<file path="config.mk">
export PLATFORM = sky130hd
export DESIGN_NAME = rwu_seq
export DESIGN_NICKNAME = d
export VERILOG_FILES = /design/src/rtl/rwu_pkg.sv /design/src/rtl/rwu_pin_filter.sv /design/src/rtl/rwu_settle_counter.sv /design/src/rtl/rwu_seq.sv
export SDC_FILE = /design/constraint.sdc
export NUM_CORES = 1
export LEC_CHECK = 0
export BUFFER_PORTS_ARGS = -buffer_cell sky130_fd_sc_hd__buf_2
export CORE_ASPECT_RATIO = 0.8
export CORE_UTILIZATION = 30
export CTS_CLUSTER_SIZE = 25
export DETAILED_ROUTE_END_ITERATION = 16
export PLACE_DENSITY = 0.54
export RECOVER_POWER = 100
export SLEW_MARGIN = 10
export SYNTH_ARGS = -nofsm -noshare
export SYNTH_HDL_FRONTEND = slang
export SYNTH_SLANG_ARGS = --single-unit
export TNS_END_PERCENT = 50
</file>
<file path="constraint.sdc">
create_clock -name clk -period 5.2 [get_ports clk]
set_input_delay 0.78 -clock clk [delete_from_list [all_inputs] [get_ports clk]]
set_output_delay 0.78 -clock clk [all_outputs]
set_load 0.01 [all_outputs]
</file>
<file path="src/rtl/rwu_pkg.sv">
// Shared types for the reset and wake-up sequencer.
package rwu_pkg;

    // Sequencer states; SEQ_HOLD is the reset state.
    typedef enum logic [2:0] {
        SEQ_HOLD      = 3'd0,
        SEQ_OSC_WAIT  = 3'd1,
        SEQ_SETTLE    = 3'd2,
        SEQ_INIT_WAIT = 3'd3,
        SEQ_RUN       = 3'd4,
        SEQ_SLEEP     = 3'd5
    } seq_state_e;

endpackage

</file>
<file path="src/rtl/rwu_pin_filter.sv">
// Synchronises the raw reset pin and accepts a level change only after
// FILT_LEN consecutive samples of the new level.
// Assumes FILT_LEN >= 2. Under rst_n both the synchroniser and the filtered
// level read low, meaning "pin asserted".
module rwu_pin_filter #(
    parameter int FILT_LEN = 4
) (
    input  logic clk,
    input  logic rst_n,
    input  logic pin_n,
    output logic pin_asserted
);
    localparam int CW = (FILT_LEN > 2) ? $clog2(FILT_LEN) : 1;
    localparam logic [CW-1:0] CNT_LAST = CW'(FILT_LEN - 1);

    logic          sync1_q, sync2_q;
    logic          lvl_q;
    logic [CW-1:0] cnt_q;

    // Two-flop synchroniser for the asynchronous pin.
    always_ff @(posedge clk) begin
        if (!rst_n) begin
            sync1_q <= 1'b0;
            sync2_q <= 1'b0;
        end else begin
            sync1_q <= pin_n;
            sync2_q <= sync1_q;
        end
    end

    // Counts consecutive samples that differ from the accepted level.
    always_ff @(posedge clk) begin
        if (!rst_n) begin
            lvl_q <= 1'b0;
            cnt_q <= '0;
        end else if (sync2_q == lvl_q) begin
            cnt_q <= '0;
        end else if (cnt_q == CNT_LAST) begin
            lvl_q <= sync2_q;
            cnt_q <= '0;
        end else begin
            cnt_q <= cnt_q + 1'b1;
        end
    end

    assign pin_asserted = !lvl_q;

    // the accepted level moves only after a full run of differing samples.
    p_filter_hold_r2: assert property (@(posedge clk) disable iff (!rst_n)
        !$stable(lvl_q) |-> $past(cnt_q) == CNT_LAST);

endmodule

</file>
<file path="src/rtl/rwu_settle_counter.sv">
// Counts oscillator cycles while enabled and flags the last one.
// Assumes the clear input is high whenever counting is not allowed, so that
// each settle period starts from zero.
module rwu_settle_counter #(
    parameter int WAKE_CYC = 4096
) (
    input  logic clk,
    input  logic rst_n,
    input  logic clr,
    input  logic en,
    output logic done
);
    localparam int CW = (WAKE_CYC > 2) ? $clog2(WAKE_CYC) : 1;
    localparam logic [CW-1:0] CNT_LAST = CW'(WAKE_CYC - 1);

    logic [CW-1:0] cnt_q;

    // Settle counter: restarts on clear, advances while enabled.
    always_ff @(posedge clk) begin
        if (!rst_n || clr) begin
            cnt_q <= '0;
        end else if (en && cnt_q != CNT_LAST) begin
            cnt_q <= cnt_q + 1'b1;
        end
    end

    assign done = en && (cnt_q == CNT_LAST);

    // a clear always restarts the count from zero.
    p_settle_restart_r6: assert property (@(posedge clk) disable iff (!rst_n)
        clr |=> cnt_q == '0);

    // the count never runs past the last settle cycle.
    p_settle_bound_r6: assert property (@(posedge clk) disable iff (!rst_n)
        cnt_q <= CNT_LAST);

endmodule

</file>
<file path="src/rtl/rwu_seq.sv">
// Reset and wake-up sequencer top. Combines the filtered pin and a latched
// watchdog request into the reset condition. The state machine walks the
// oscillator check, the settle count and the initialisation check before it
// releases the chip and starts the processor. A power-down wake runs the same
// walk but leaves the internal reset released.
// Assumes clk is the oscillator clock and rst_n is a clean synchronous
// power-on reset.
module rwu_seq
    import rwu_pkg::*;
#(
    parameter int FILT_LEN = 4,
    parameter int WAKE_CYC = 4096
) (
    input  logic clk,
    input  logic rst_n,
    input  logic ext_rst_pin_n,
    input  logic wdt_req,
    input  logic osc_ok,
    input  logic pd_enter,
    input  logic wake_evt,
    input  logic init_done,
    output logic chip_rst_n,
    output logic cpu_run
);

    seq_state_e state_q, state_d;
    logic       pin_asserted;
    logic       wdt_pend_q;
    logic       reset_req;
    logic       settle_en, settle_done;
    logic       rst_rel_q;

    rwu_pin_filter #(.FILT_LEN(FILT_LEN)) i_pin_filter (
        .clk          (clk),
        .rst_n        (rst_n),
        .pin_n        (ext_rst_pin_n),
        .pin_asserted (pin_asserted)
    );

    rwu_settle_counter #(.WAKE_CYC(WAKE_CYC)) i_settle (
        .clk   (clk),
        .rst_n (rst_n),
        .clr   (!settle_en),
        .en    (settle_en),
        .done  (settle_done)
    );

    // Holds a watchdog request until the sequencer sits in the hold state.
    always_ff @(posedge clk) begin
        if (!rst_n) begin
            wdt_pend_q <= 1'b0;
        end else if (wdt_req) begin
            wdt_pend_q <= 1'b1;
        end else if (state_q == SEQ_HOLD) begin
            wdt_pend_q <= 1'b0;
        end
    end

    assign reset_req = pin_asserted || wdt_pend_q;
    assign settle_en = (state_q == SEQ_SETTLE) && osc_ok;

    // Next-state logic; a reset request from either source overrides all.
    always_comb begin
        state_d = state_q;
        if (reset_req) begin
            state_d = SEQ_HOLD;
        end else begin
            case (state_q)
                SEQ_HOLD:      state_d = SEQ_OSC_WAIT;
                SEQ_OSC_WAIT:  if (osc_ok) state_d = SEQ_SETTLE;
                SEQ_SETTLE: begin
                    if (!osc_ok)          state_d = SEQ_OSC_WAIT;
                    else if (settle_done) state_d = SEQ_INIT_WAIT;
                end
                SEQ_INIT_WAIT: if (init_done) state_d = SEQ_RUN;
                SEQ_RUN:       if (pd_enter)  state_d = SEQ_SLEEP;
                SEQ_SLEEP:     if (wake_evt)  state_d = SEQ_OSC_WAIT;
                default:       state_d = SEQ_HOLD;
            endcase
        end
    end

    // State register.
    always_ff @(posedge clk) begin
        if (!rst_n) state_q <= SEQ_HOLD;
        else        state_q <= state_d;
    end

    // Internal reset: asserted on entry to hold, released on entry to run.
    always_ff @(posedge clk) begin
        if (!rst_n)                     rst_rel_q <= 1'b0;
        else if (state_d == SEQ_HOLD)   rst_rel_q <= 1'b0;
        else if (state_d == SEQ_RUN)    rst_rel_q <= 1'b1;
    end

    assign chip_rst_n = rst_rel_q;
    assign cpu_run    = (state_q == SEQ_RUN);

    // the processor never runs while the chip is held in reset.
    p_run_released_r4: assert property (@(posedge clk) disable iff (!rst_n)
        cpu_run |-> chip_rst_n);

    // a watchdog pulse reaches the internal reset two edges later.
    p_wdt_reset_r5: assert property (@(posedge clk) disable iff (!rst_n)
        wdt_req |-> ##2 !chip_rst_n);

    // the run starts only after initialisation was reported done.
    p_run_after_init_r7: assert property (@(posedge clk) disable iff (!rst_n)
        $rose(cpu_run) |-> $past(init_done));

    // power-down keeps the internal reset released.
    p_sleep_released_r8: assert property (@(posedge clk) disable iff (!rst_n)
        (state_q == SEQ_SLEEP) |-> chip_rst_n);

    // a wake does not assert the internal reset.
    p_wake_no_reset_r9: assert property (@(posedge clk) disable iff (!rst_n)
        ($past(state_q) == SEQ_SLEEP && state_q == SEQ_OSC_WAIT) |-> chip_rst_n);

endmodule

</file>
==> tab_implementation.tex <==
\begin{tabular}{lr}
\hline
Metric & Value \\
\hline
\multicolumn{2}{l}{\textbf{Critical path}} \\
\quad Worst R2R Setup Slack & 3.22 ns \\
\quad Setup CP Type & reg -> reg \\
\quad Startpoint kind of the worst setup timing path & register \\
\quad Worst setup EP type & register \\
\quad Worst Path Arrival & 2.14 ns \\
\quad Crit path required time & 5.35 ns \\
\quad Highest net fanout along the worst path & 8 \\
\quad Reg2Reg Capture Point & chip\_rst\_n \\
\quad Worst flop-to-flop path startpoint & i\_settle.cnt\_q[0] \\
\quad Count of cells along the worst register-to-register path & 6 \\
\multicolumn{2}{l}{\textbf{STA}} \\
\quad FMAX & 504.5 MHz \\
\quad Unrepaired setup endpoints after global routing & false \\
\quad Setup skew after layout & 0.002631 ns \\
\quad Transition time at the pin with the least slew margin & 0.3764 ns \\
\quad Final period utilization & 38.12\% \\
\quad Crit path time final & 1.982 ns \\
\quad Slew Viols, Final & 0 \\
\quad Final setup violation count & 0 \\
\quad Endpoints failing hold & 0 \\
\quad Post-Route Setup TNS & 0 ns \\
\quad Hold slack & 0.4292 ns \\
\quad Headroom to the max-slew limit & 74.55\% \\
\multicolumn{2}{l}{\textbf{Pwr}} \\
\quad Areal power density over the cells & 291.1 nW/um\^{}2 \\
\quad Peak supply drop & 0.1307 mV \\
\quad Sequential fraction of design power & 51.3\% \\
\quad Clock group share of total power & 46.9\% \\
\quad Static power due to leakage & 0.4178 nW \\
\quad Relative contribution of combinational cells to total power & 1.8\% \\
\quad Sw Pwr & 0.05650 mW \\
\quad Switching part of the total & 17.01\% \\
\quad Internal power & 0.2757 mW \\
\multicolumn{2}{l}{\textbf{Synthesis}} \\
\quad Netlist area before placement & 1002 sq um \\
\quad Share of flip-flops with an asynchronous set or reset & 0\% \\
\quad Mapped Cells & 114 \\
\quad Synthesis warning total & 0 \\
\quad Top flip-flop cell by instance count after synthesis & sky130\_fd\_sc\_hd\_\_dfxtp\_1 \\
\quad Register bit total from synthesis & 22 \\
\quad Synth Area per Inst & 8.791 sq um \\
\quad EDFF count, synth & 0 \\
\quad Portion of the post-synthesis area used by sequential elements & 43.95\% \\
\quad Number of distinct library cells after synthesis & 32 \\
\quad Net count after synthesis & 124 \\
\multicolumn{2}{l}{\textbf{Worst hold path}} \\
\quad Number of cells traversed by the worst hold path & 1 \\
\quad Worst Hold Endpoint & i\_pin\_filter.cnt\_q[0] \\
\quad Class of the worst hold path & reg -> reg \\
\quad Worst min-delay path startpoint & i\_pin\_filter.cnt\_q[0] \\
\multicolumn{2}{l}{\textbf{Status}} \\
\quad Result of the run & completed \\
\multicolumn{2}{l}{\textbf{Placed design}} \\
\quad Dpl hpwl & 1292 um \\
\quad Input/output buffers & 9 \\
\quad Placer congestion estimate & 0.7629 \\
\multicolumn{2}{l}{\textbf{Clocking}} \\
\quad Buffer levels on the longest clock path & 2 \\
\quad Post-CTS setup buffer count & 0 \\
\quad Post-CTS clock slew at the launch and capture registers of the worst setup and hold paths & 0.08 ns \\
\quad Hold\_buf cts & 0 \\
\quad Cts bufs inserted & 3 \\
\quad TritonCTS clock tree & yes \\
\quad Cts repair resizes & 0 \\
\quad Clock tree root driver cell & sky130\_fd\_sc\_hd\_\_clkbuf\_8 \\
\quad Level count of the clock H-tree & 1 \\
\quad Skew-Pair Late Insertion Delay & 0.26 ns \\
\quad Clock sink count & 22 \\
\multicolumn{2}{l}{\textbf{Floorplanning}} \\
\quad Number of placed I/O pins & 10 \\
\quad Chip Height & 53.70 um \\
\quad Chip width & 66.62 um \\
\quad DIE AREA & 3577 sq um \\
\quad Placeable core region & 3131 sq um \\
\quad Initial cell density of the core & 32.01\% \\
\quad Row count & 18 \\
\multicolumn{2}{l}{\textbf{Route}} \\
\quad Count of antenna-violating nets left after detailed routing & 0 \\
\quad WL per Instance & 10.67 um \\
\quad Vias & 802 \\
\quad Drt via density & 4.920 \\
\quad Initial DRC Count & 34 \\
\quad Total detailed-routing wirelength & 1740 um \\
\quad \# DRC & 0 \\
\quad Count of TritonRoute iterations in the first routing pass & 4 \\
\multicolumn{2}{l}{\textbf{Global routing}} \\
\quad Global-route wire length before repair & 3125 um \\
\quad Overall Global Routing Usage & 11.48\% \\
\quad Largest net degree at the start of global routing & 14 \\
\quad GRT Residual Overflow & 0 \\
\quad Initial antenna violation count & 0 \\
\quad Number of global-route vias before repair & 773 \\
\multicolumn{2}{l}{\textbf{Run}} \\
\quad Maxcap violations & 0 \\
\multicolumn{2}{l}{\textbf{Final layout}} \\
\quad Fillers & 325 \\
\quad Fraction of final layout cells with drive strength greater than 1 & 8.943\% \\
\quad Layout area overhead & 13.86\% \\
\quad Count of antenna diodes in the layout & 0 \\
\quad Final Net Count & 134 \\
\hline
\end{tabular}
synth_stat cells (3+ instances only):
cell type | n | share of area [%]
sky130_fd_sc_hd__nand4_1 | 4 | 2.5
sky130_fd_sc_hd__nand2b_1 | 5 | 3.1
sky130_fd_sc_hd__dfxtp_1 | 22 | 44
sky130_fd_sc_hd__a31oi_1 | 5 | 3.1
sky130_fd_sc_hd__xor2_1 | 4 | 3.5
sky130_fd_sc_hd__nor2_1 | 19 | 7.1
sky130_fd_sc_hd__nand2_1 | 8 | 3.0
sky130_fd_sc_hd__nand3_1 | 4 | 2.0
sky130_fd_sc_hd__nor3_1 | 4 | 2.0
sky130_fd_sc_hd__clkbuf_1 | 3 | 1.1
sky130_fd_sc_hd__a21oi_1 | 3 | 1.5
sky130_fd_sc_hd__mux2i_1 | 4 | 4.0
routing by layer:
metal  GRT usage (%)  wire length [um]  vias to the layer above
met2           19.19               758                       17
met4           7.092                25                        0
met5               0                 0                        -
met1           14.29               901                      362
met3           1.271                55                        2
li1                -                 -                      421
layout by cell type, fill, tap and decap left out:
cell type / n
sky130_fd_sc_hd__or3_1: 2
sky130_fd_sc_hd__nand4b_1: 1
sky130_fd_sc_hd__xor2_1: 4
sky130_fd_sc_hd__o31a_1: 1
sky130_fd_sc_hd__dfxtp_1: 22
sky130_fd_sc_hd__buf_2: 5
sky130_fd_sc_hd__and3b_1: 1
sky130_fd_sc_hd__nand2b_1: 5
sky130_fd_sc_hd__mux2i_1: 4
sky130_fd_sc_hd__nor4b_1: 2
sky130_fd_sc_hd__a31oi_1: 5
sky130_fd_sc_hd__nand4_1: 4
sky130_fd_sc_hd__a211o_1: 1
sky130_fd_sc_hd__o21a_1: 1
sky130_fd_sc_hd__clkbuf_8: 3
sky130_fd_sc_hd__o211ai_1: 2
sky130_fd_sc_hd__nor2b_1: 1
sky130_fd_sc_hd__nor3_1: 4
sky130_fd_sc_hd__xnor2_1: 2
sky130_fd_sc_hd__and4_1: 1
sky130_fd_sc_hd__nand3_1: 4
sky130_fd_sc_hd__o21ai_0: 2
sky130_fd_sc_hd__nand3_2: 1
sky130_fd_sc_hd__a21oi_1: 3
sky130_fd_sc_hd__nor2_1: 19
sky130_fd_sc_hd__and2_1: 1
sky130_fd_sc_hd__nor4bb_1: 1
sky130_fd_sc_hd__and2_0: 1
sky130_fd_sc_hd__ha_1: 2
sky130_fd_sc_hd__clkbuf_1: 4
sky130_fd_sc_hd__bufinv_16: 1
sky130_fd_sc_hd__inv_1: 2
sky130_fd_sc_hd__nand4_2: 1
sky130_fd_sc_hd__and3_1: 2
sky130_fd_sc_hd__nand2_1: 8
worst max path at each step:
stage | from | end | slack, ns | depth (start not counted)
after floorplan | i_settle.cnt_q[0] | chip_rst_n | 3.37 | 7
after global placement | i_settle.cnt_q[0] | chip_rst_n | 3.31 | 6
after detailed placement | i_settle.cnt_q[0] | chip_rst_n | 3.24 | 6
after CTS | i_settle.cnt_q[0] | chip_rst_n | 3.22 | 6
after global routing | i_settle.cnt_q[0] | chip_rst_n | 3.07 | 6
final | i_settle.cnt_q[0] | chip_rst_n | 3.22 | 6
registers in the layout (all words and copies together) (netlist names):
name and cells:
i_pin_filter.sync1_q 1, i_pin_filter.lvl_q 1, wdt_pend_q 1, i_settle.cnt_q 12
state_q 3, chip_rst_n 1, i_pin_filter.sync2_q 1, i_pin_filter.cnt_q 2
kinds of logic (layout without fill, tap and decap cells):
logic type	Yosys count	count (layout)	share of synthesized area (%)
compound gates	15	15	9.613
xor+xnor	6	6	5.243
fa+ha+maj	2	2	2.496
buf+inv	6	15	2.996
flops	22	22	43.94
mux	4	4	3.995
simple gates	59	59	31.71
critical path, stage by stage (launching register included):
cell                      delay (ns)
sky130_fd_sc_hd__dfxtp_1        0.39
sky130_fd_sc_hd__ha_1           0.24
sky130_fd_sc_hd__nand4_1        0.13
sky130_fd_sc_hd__or3_1          0.51
sky130_fd_sc_hd__or3_1          0.38
sky130_fd_sc_hd__a31oi_1        0.18
sky130_fd_sc_hd__nor2_1         0.06
through the flow:
stage               util (%)  worst slack, ns  power (mW)  instances  instance area (sq um)
floorplan                  -            3.370      0.1774        114                   1002
global placement       34.33            3.305      0.1806        159                   1075
detailed placement     34.33            3.243      0.1808        159                   1075
CTS                    36.61            3.218      0.3390        163                   1146
global route           36.45            3.072      0.3461        163                   1141
finish                 36.45            3.218      0.3322        163                   1141
power groups by stage:
stage / clock (mW) / combinational (mW) / sequential [mW]
2_1_floorplan: 0 / 0.00319 / 0.174
3_3_place_gp: 0 / 0.00636 / 0.174
3_5_place_dp: 0 / 0.00650 / 0.174
4_1_cts: 0.162 / 0.00652 / 0.170
5_1_grt: 0.168 / 0.00707 / 0.171
6_report: 0.156 / 0.00614 / 0.170
final cells by class:
type,count,area (sq um),share of cell area [%]
Inverter,2,7.507,0.6579
Clock inverter,1,30.03,2.632
Timing Repair Buffer,9,40.04,3.509
Sequential cell,22,440.4,38.60
Tap cell,40,50.05,4.386
Multi-Input combinational cell,86,531.8,46.60
Clock buffer,3,41.29,3.618
Power figures use the tool's default switching activity.
